==> config.mk <==
export PLATFORM = sky130hd
export DESIGN_NAME = ocw_timer
export DESIGN_NICKNAME = d
export VERILOG_FILES = /design/src/rtl/ocw_pkg.sv /design/src/rtl/ocw_window.sv /design/src/rtl/ocw_accum.sv /design/src/rtl/ocw_trip.sv /design/src/rtl/ocw_timer.sv
export SDC_FILE = /design/constraint.sdc
export NUM_CORES = 1
export LEC_CHECK = 0
export BUFFER_PORTS_ARGS = -buffer_cell sky130_fd_sc_hd__clkbuf_2
export CORE_MARGIN = 2
export CORE_UTILIZATION = 53
export DETAILED_ROUTE_END_ITERATION = 16
export GPL_ROUTABILITY_DRIVEN = 0
export PLACE_DENSITY = 0.79
export SYNTH_ARGS = -nofsm -noshare
export SYNTH_HDL_FRONTEND = slang
export SYNTH_SLANG_ARGS = --single-unit
export TNS_END_PERCENT = 1
==> constraint.sdc <==
create_clock -name clk -period 2.87 [get_ports clk]
set_clock_uncertainty 0.1 [all_clocks]
set_input_delay 0.574 -clock clk [delete_from_list [all_inputs] [get_ports clk]]
set_output_delay 0.574 -clock clk [all_outputs]
set_load 0.02 [all_outputs]
==> src/rtl/ocw_pkg.sv <==
package ocw_pkg;

    typedef enum logic {
        MODE_LAMP  = 1'b0,
        MODE_MOTOR = 1'b1
    } ocw_mode_e;

    typedef struct packed {
        logic hit;         // counting clock
        logic fall;        // chan_on falling edge
        logic clean_fall;  // motor on-period ended without overcurrent
    } ocw_win_s;

    typedef struct packed {
        logic trip;
        logic latched;
    } ocw_flags_s;

endpackage

==> src/rtl/ocw_window.sv <==
module ocw_window
    import ocw_pkg::*;
(
    input  logic      clk,
    input  logic      rst,
    input  logic      chan_on,
    input  logic      oc_lo,
    input  logic      oc_hi,
    input  ocw_mode_e mode,
    input  logic      trip,
    output ocw_win_s  win
);
    logic on_q;
    logic clean_q;
    logic in_win;

    always_ff @(posedge clk) begin
        if (rst) begin
            on_q    <= 1'b0;
            clean_q <= 1'b0;
        end else begin
            on_q <= chan_on;
            if (chan_on && !on_q)
                clean_q <= !oc_lo;
            else if (chan_on && oc_lo)
                clean_q <= 1'b0;
        end
    end

    always_comb begin
        in_win         = (mode == MODE_MOTOR) ? oc_lo : oc_hi;
        win.hit        = chan_on && !trip && in_win;
        win.fall       = on_q && !chan_on;
        win.clean_fall = win.fall && clean_q && (mode == MODE_MOTOR);
    end

    AST_CLEAN_ONLY_AT_FALL: assert property (@(posedge clk) disable iff (rst)
        win.clean_fall |-> ($past(chan_on) && !chan_on)) else $error("clean clear off edge");

endmodule

==> src/rtl/ocw_accum.sv <==
module ocw_accum #(
    parameter int CNT_W = 8
) (
    input  logic             clk,
    input  logic             rst,
    input  logic             hit,
    input  logic             clear,
    input  logic [CNT_W-1:0] win_width,
    output logic [CNT_W-1:0] cnt,
    output logic             exceed
);
    localparam logic [CNT_W-1:0] CNT_MAX = {CNT_W{1'b1}};

    logic [CNT_W-1:0] cnt_q;
    logic [CNT_W-1:0] cnt_inc;
    logic             adv;

    always_comb begin
        cnt_inc = (cnt_q == CNT_MAX) ? cnt_q : cnt_q + 1'b1;
        adv     = hit && (cnt_q <= win_width);
        exceed  = hit && (cnt_inc > win_width);
    end

    always_ff @(posedge clk) begin
        if (rst || clear)
            cnt_q <= '0;
        else if (adv)
            cnt_q <= cnt_inc;
    end

    assign cnt = cnt_q;

    AST_NO_WRAP: assert property (@(posedge clk) disable iff (rst)
        !clear |=> cnt_q >= $past(cnt_q)) else $error("count wrapped");
    AST_PAUSE_OFF: assert property (@(posedge clk) disable iff (rst)
        (!hit && !clear) |=> $stable(cnt_q)) else $error("count moved off-window");

endmodule

==> src/rtl/ocw_trip.sv <==
module ocw_trip
    import ocw_pkg::*;
#(
    parameter int RETRY_W = 3
) (
    input  logic               clk,
    input  logic               rst,
    input  logic               exceed,
    input  logic               retry_evt,
    input  logic               retry_en,
    input  logic [RETRY_W-1:0] retry_budget,
    input  logic               delatch,
    output ocw_flags_s         flags,
    output logic               retry_take
);
    localparam logic [RETRY_W-1:0] USED_MAX = {RETRY_W{1'b1}};

    ocw_flags_s         fl_q;
    logic [RETRY_W-1:0] used_q;
    logic               budget_gone;

    always_comb begin
        retry_take  = retry_evt && fl_q.trip && !fl_q.latched;
        budget_gone = !retry_en || (used_q >= retry_budget);
    end

    always_ff @(posedge clk) begin
        if (rst || delatch) begin
            fl_q   <= '0;
            used_q <= '0;
        end else if (retry_take) begin
            fl_q.trip <= 1'b0;
            if (used_q != USED_MAX)
                used_q <= used_q + 1'b1;
        end else if (exceed && !fl_q.trip) begin
            fl_q.trip <= 1'b1;
            if (budget_gone)
                fl_q.latched <= 1'b1;
        end
    end

    assign flags = fl_q;

    AST_TRIP_HOLD: assert property (@(posedge clk) disable iff (rst)
        (fl_q.trip && !delatch && !retry_take) |=> fl_q.trip) else $error("trip dropped");
    AST_LATCH_BUDGET: assert property (@(posedge clk) disable iff (rst)
        $rose(fl_q.latched) |-> $past(!retry_en || (used_q >= retry_budget))) else $error("early latch");
    AST_LATCH_WITH_TRIP: assert property (@(posedge clk) disable iff (rst)
        fl_q.latched |-> fl_q.trip) else $error("latched without trip");

endmodule

==> src/rtl/ocw_timer.sv <==
module ocw_timer
    import ocw_pkg::*;
#(
    parameter int CNT_W   = 8,
    parameter int RETRY_W = 3
) (
    input  logic               clk,
    input  logic               rst,
    input  logic               chan_on,
    input  logic               oc_lo,
    input  logic               oc_hi,
    input  logic               motor_mode,
    input  logic [CNT_W-1:0]   win_width,
    input  logic               delatch,
    input  logic               retry_evt,
    input  logic               retry_en,
    input  logic [RETRY_W-1:0] retry_budget,
    output logic               trip,
    output logic               oc_latched,
    output logic [CNT_W-1:0]   count
);
    ocw_mode_e  mode;
    ocw_win_s   win;
    ocw_flags_s flags;
    logic       exceed;
    logic       retry_take;
    logic       cnt_clear;

    assign mode = ocw_mode_e'(motor_mode);

    ocw_window u_window (
        .clk     (clk),
        .rst     (rst),
        .chan_on (chan_on),
        .oc_lo   (oc_lo),
        .oc_hi   (oc_hi),
        .mode    (mode),
        .trip    (flags.trip),
        .win     (win)
    );

    always_comb
        cnt_clear = delatch
                 || (retry_take && (mode == MODE_LAMP))
                 || win.clean_fall;

    ocw_accum #(.CNT_W(CNT_W)) u_accum (
        .clk       (clk),
        .rst       (rst),
        .hit       (win.hit),
        .clear     (cnt_clear),
        .win_width (win_width),
        .cnt       (count),
        .exceed    (exceed)
    );

    ocw_trip #(.RETRY_W(RETRY_W)) u_trip (
        .clk          (clk),
        .rst          (rst),
        .exceed       (exceed),
        .retry_evt    (retry_evt),
        .retry_en     (retry_en),
        .retry_budget (retry_budget),
        .delatch      (delatch),
        .flags        (flags),
        .retry_take   (retry_take)
    );

    assign trip       = flags.trip;
    assign oc_latched = flags.latched;

    AST_DELATCH_CLEARS: assert property (@(posedge clk) disable iff (rst)
        delatch |=> (count == '0 && !trip && !oc_latched)) else $error("delatch incomplete");
    AST_MOTOR_RETRY_KEEP: assert property (@(posedge clk) disable iff (rst)
        (retry_take && motor_mode && !delatch && !win.clean_fall) |=> (count == $past(count) && !trip))
        else $error("motor retry altered count");
    AST_TRIP_OVER_WIDTH: assert property (@(posedge clk) disable iff (rst)
        $rose(trip) |-> count > $past(win_width)) else $error("trip below width");

endmodule

# ---- Word-level counts from Yosys, hierarchy flattened
# Index checks and enable logic that the tools add are counted.
dict set report totals {
  ff_bits 15
  latchBits 0
  mem_bits_rw 0
  rom_bits 0
  in_bits 20
  out_inout_bits 10
  word_cells 47
  memories 0
}
dict set report classes {
  addsub 2
  mul 0
  div 0
  magnitude_cmp 3
  eq_ne 2
  shift 0
  n_mux 4
  bitwise 2
  n_reduce_logical 28
}
# cell count
set ops {}
lappend ops {{$logic_and A1 B1 Y1} 13}
lappend ops {{$add A8 B1 Y8 const B} 1}
lappend ops {{$eq A8 B8 Y1 const B} 1}
lappend ops {{$gt A8 B8 Y1} 1}
lappend ops {{$le A8 B8 Y1} 1}
lappend ops {{$mux W8} 1}
lappend ops {{$logic_not A1 Y1} 6}
lappend ops {{$logic_or A1 B1 Y1} 5}
lappend ops {{$add A3 B1 Y3 const B} 1}
lappend ops {{$ge A3 B3 Y1} 1}
lappend ops {{$mux W1} 3}
lappend ops {{$ne A3 B3 Y1 const B} 1}
lappend ops {{$reduce_and A3 Y1} 1}
lappend ops {{$not A1 Y1} 2}
lappend ops {{$reduce_and A2 Y1} 1}
lappend ops {{$reduce_bool A2 Y1} 1}
lappend ops {{$reduce_or A2 Y1} 1}

# ---- Logic depth before layout (Yosys ltp)
dict set report depth {
  word_depth 6
  mapped_depth 13
  mapped_depth_nobuf 12
}

# ---- Cells and area by module
# Synthesis repeated with hierarchy kept, for this count alone.
dict set report hier_totals {
  hier_cells 158
  hier_area_um2 1303.8
}
# module instances cells_each area_each_um2 seq_area_each_um2
set modules_own_cells {}
lappend modules_own_cells {ocw_accum 1 111 888.4 160.2}
lappend modules_own_cells {ocw_trip 1 34 300.3 100.1}
lappend modules_own_cells {ocw_window 1 10 102.6 40.0}
lappend modules_own_cells {ocw_timer 1 3 12.5 0.0}

# ---- Least setup slack after synthesis
# No wires, ideal clock.
dict set report synth_timing {
  path_kind {register to register}
  start {reg u_accum.cnt_q[3], in the netlist u_accum.cnt[3]}
  end {reg u_trip.fl_q (netlist bit u_trip.flags[0])}
  setup_ps 115
  arrival_ps 2539
  required_time_ps 2655
  slack_ps 116
  stages_incl_launch_ff 13
  path_buffers 1
  period_less_slack_ps 2754
  path_cell_list {dfxtp_1 > and2_4 > nand4_2 > or2_1 > buf_6 > mux2_2 > ha_1 > nor2b_1 > o21bai_1 > a21oi_1 > o31ai_1 > a221oi_1 > o21a_1}
}
dict set report synth_via {
  elab_chain_cells 6
  word_cells_on_any_way 7
  cone_classes {1 x add/sub; 1 x order compare; 1 x eq/ne; 1 x mux; 3 x reduce/logical}
}
# element line
set synth_rtl {}
lappend synth_rtl {{from (decl)} ocw_accum.sv:14} ;# logic [CNT_W-1:0] cnt_q;
lappend synth_rtl {{from (signal assigned)} ocw_accum.sv:28} ;# cnt_q <= cnt_inc;
lappend synth_rtl {{$eq A8 B8 Y1} ocw_accum.sv:19} ;# cnt_inc = (cnt_q == CNT_MAX) ? cnt_q : cnt_q + 1'b1;
lappend synth_rtl {{$mux W8} ocw_accum.sv:19}
lappend synth_rtl {{named net u_accum.cnt_inc[1]} ocw_accum.sv:15} ;# logic [CNT_W-1:0] cnt_inc;
lappend synth_rtl {{$gt A8 B8 Y1} ocw_accum.sv:21} ;# exceed = hit && (cnt_inc > win_width);
lappend synth_rtl {{$logic_and A1 B1 Y1} ocw_accum.sv:21}
lappend synth_rtl {{$logic_and A1 B1 Y1} ocw_trip.sv:35} ;# end else if (exceed && !fl_q.trip) begin
lappend synth_rtl {{$reduce_and A3 Y1 (no line)} --}
lappend synth_rtl {{to (decl)} ocw_trip.sv:18} ;# ocw_flags_s fl_q;
# The timed path passes the listed nets, and every way through them passes these cells.
# A chain may end at the register's enable or synchronous reset.

# ---- Final worst setup path
dict set report layout_timing {
  start {reg u_accum.cnt_q[4], in the netlist u_accum.cnt[4]}
  end {reg u_trip.fl_q (netlist bit u_trip.flags[0])}
}
# The elaborated chain is that of the path after synthesis.

==> flow_summary_export.csv <==
group,metric,value,unit
run_status,outcome,"finished clean",
cts,numCtsBuffers,3,
min_path,hold_path_depth,2,
cts,root_buffer,"clkbuf_4",
setup_path,r2r_end,"u_trip.flags[0]",
floorplan,die_area,0.00278,mm2
setup_path,startpoint_type,"flip-flop",
setup_path,cp.arrival,2.88,ns
setup_path,critPathMaxFanout,7,
synthesis,synth_cells,154,
final_layout,nets,233,
place,hpwl,2380,um
cts,cts_setup_buffers,0,
floorplan,pin_count,30,
cts,cts_max_level,1,
cts,cts_tree,"yes",
synthesis,syn_avg_cell_area,8.16,um2
synthesis,syn_nets,196,
routing,vias_per_cell,5.54,
synthesis,synth.yosys.seq_area_share,0.239,
cts,clock_latency,0.28,ns
setup_path,critPathTopFamily,"simple AND/OR/NAND/NOR gates",
min_path,min_from,"rst",
routing,drt_first_pass_iters,4,
timing,timing.fmax,358,MHz
power,p_total,0.400,mW
setup_path,rrSetupSlack,0.07,ns
timing,rsz0062_at_grt,"false",
min_path,hold_path_end,"u_window.on_q",
synthesis,ys.flop_type,"dfxtp_1",
run,maxCapViolCount,0,
routing,drt_iter0_markers,38,
synthesis,netlist_area,0.00126,mm2
place,portBuffers,29,
timing,finalHoldViolCount,0,
setup_path,cp_cell_sequence,"and2_4, nand4_2, or2_1, mux2_2, ha_1, nor2b_1, o21bai_1, a21oi_1, o31ai_1, a221oi_1, o21a_1",
power,vdd_drop_max,314,uV
final_layout,mostFrequentLayoutCells,"clkbuf_2, ha_1, inv_1, a21oi_1, dfxtp_1",
floorplan,die_h,52.7,um
timing,tightest_slew,0.666,ns
power,pwr_density_cell,270,mW/mm2
timing,maxSlewViolCount,0,
synthesis,synth.ff_latch_count,15,
timing,tns,0,ns
grt,grt_pass1_wl,4730,um
final_layout,diodes,0,
setup_path,critPathCaptureType,"flip-flop",
final_layout,final_common_cell,"clkbuf_2",
grt,track_usage,0.230,
min_path,hold_path.class,"input pin to flip-flop",
synthesis,synth.distinct_cells,37,
grt,grt_max_degree,16,
synthesis,synthArstFlopShare,0,
setup_path,worstPathBufferInverterCount,0,
setup_path,cpPeakStageDelay,0.41,ns
routing,wl,2780,um
final_layout,final_layout_size_suffix_gt1_frac,0.247,
timing,fin_crit,2.80,ns
routing,wl_per_cell,12.8,um
timing,fin_crit_sh,0.974,
setup_path,cp_slowest_cell,"dfxtp_1",
timing,setup_viol,0,
setup_path,cp.required,2.95,ns
routing,drc,0,
synthesis,synth_warnings,0,
timing,slew-limit-headroom,0.554,
floorplan,rows,17,
cts,cts_max_path_buffers,2,
cts,clock-sinks,15,
grt,grt_pass1_vias,1103,
cts,clk_pin_slew,0.10,ns
setup_path,r2r-start,"u_accum.cnt[4]",
grt,antenna_found_initial,0,
power,p_leak,0.759,nW
synthesis,synth-edff-count,0,
routing,num_vias,1208,
routing,drtAntennaViolNets,0,
setup_path,path_class,"flip-flop to flip-flop",
setup_path,worstRegToRegCells,11,
floorplan,die_width,52.7,um
final_layout,syn2layout_area_growth,17.8,%
floorplan,core-area,0.00223,mm2
floorplan,initial_core_util,0.562,
grt,grt_overflow,0,
==> metal layers <==
| layer | share of wire | track usage |
|---|---|---|
| met3 | 0.045 | 0.0371 |
| met1 | 0.46 | 0.281 |
| met2 | 0.48 | 0.413 |
| met5 | 0 | 0 |
| met4 | 0.010 | 0.0598 |
==> per-stage QoR <==
stage / hold WS [ns] / utilization / cell area, um2 / setup slack (ns) / instances
final: 0.390 / 0.663 / 1480 / 0.0732 / 218
after global routing: 0.375 / 0.663 / 1480 / 0.00974 / 218
after CTS: 0.391 / 0.662 / 1480 / 0.0816 / 218
after detailed placement: 0.375 / 0.650 / 1450 / 0.0905 / 214
after global placement: 0.370 / 0.650 / 1450 / 0.230 / 214
after floorplan: 0.371 / - / 1260 / 0.116 / 154
==> flip-flops by register name, summed over array words and instances, names as in the netlist <==
signal and cells:
u_window.on_q 1, u_trip.used_q 3, u_window.clean_q 1, u_trip.flags 2, u_accum.cnt 8
==> worst reg2reg max path, cell delays in order (launching register included) <==
cell	delay, ns
dfxtp_1	0.41
and2_4	0.20
nand4_2	0.14
or2_1	0.34
mux2_2	0.32
ha_1	0.29
nor2b_1	0.14
o21bai_1	0.12
a21oi_1	0.08
o31ai_1	0.31
a221oi_1	0.09
o21a_1	0.18
==> synth_stat cells, types with 2 or more instances <==
| master | instances | share of area |
|---|---|---|
| dfxtp_1 | 15 | 0.24 |
| nor2b_1 | 6 | 0.030 |
| xnor2_1 | 3 | 0.021 |
| a21o_1 | 3 | 0.018 |
| a211oi_1 | 2 | 0.012 |
| a31oi_1 | 2 | 0.010 |
| buf_6 | 2 | 0.018 |
| nor2_1 | 7 | 0.021 |
| nand4_1 | 6 | 0.030 |
| a21oi_1 | 15 | 0.060 |
| o31ai_1 | 2 | 0.012 |
| nand2_1 | 11 | 0.033 |
| mux2_2 | 2 | 0.018 |
| inv_1 | 17 | 0.051 |
| nor3_1 | 3 | 0.012 |
| o21ai_0 | 6 | 0.024 |
| nand3_1 | 9 | 0.036 |
| ha_1 | 22 | 0.22 |
| o21a_1 | 2 | 0.012 |
| and3_1 | 2 | 0.010 |
==> report_power, final <==
group / switching [mW] / internal, mW / total (mW)
logic: 0.0353 / 0.0298 / 0.0650
registers: 0.00165 / 0.210 / 0.212
clock network: 0.0708 / 0.0517 / 0.122
total: 0.108 / 0.292 / 0.400
==> worst max path at each step <==
stage,startpoint,end,slack [ns],depth (start not counted)
after CTS,u_accum.cnt[4],u_trip.flags[0],0.08,11
after global routing,u_accum.cnt[4],u_trip.flags[0],0.01,12
after detailed placement,u_accum.cnt[4],u_trip.flags[0],0.09,11
after floorplan,u_accum.cnt[3],u_trip.flags[0],0.12,12
final,u_accum.cnt[4],u_trip.flags[0],0.07,11
after global placement,u_accum.cnt[4],u_trip.flags[0],0.23,11
==> logic make-up after synthesis <==
logic type	Yosys count	synth area share
AND/OR/NAND/NOR	54	0.239
AO/OA/AOI/OAI	38	0.187
adder cells (fa/ha/maj)	22	0.219
buffers and inverters	19	0.0687
flip-flops	15	0.239
XOR/XNOR	3	0.0209
multiplexers	3	0.0259
==> cell type report <==
type / instances / area [um2]
sequential: 15 / 302
clock buffer: 3 / 22.5
inverter: 17 / 63.8
timing repair buffer: 34 / 183
tap: 28 / 35.0
clock inverter: 1 / 5.00
fill: 192 / 753
multi-input combinational: 120 / 870
==> what timing repair did <==
action	in CTS	in global routing
hold buffers	0	0
resized for setup	0	1
setup endpoints to repair	0	1
Note: power is estimated with default switching activity, not from simulation.
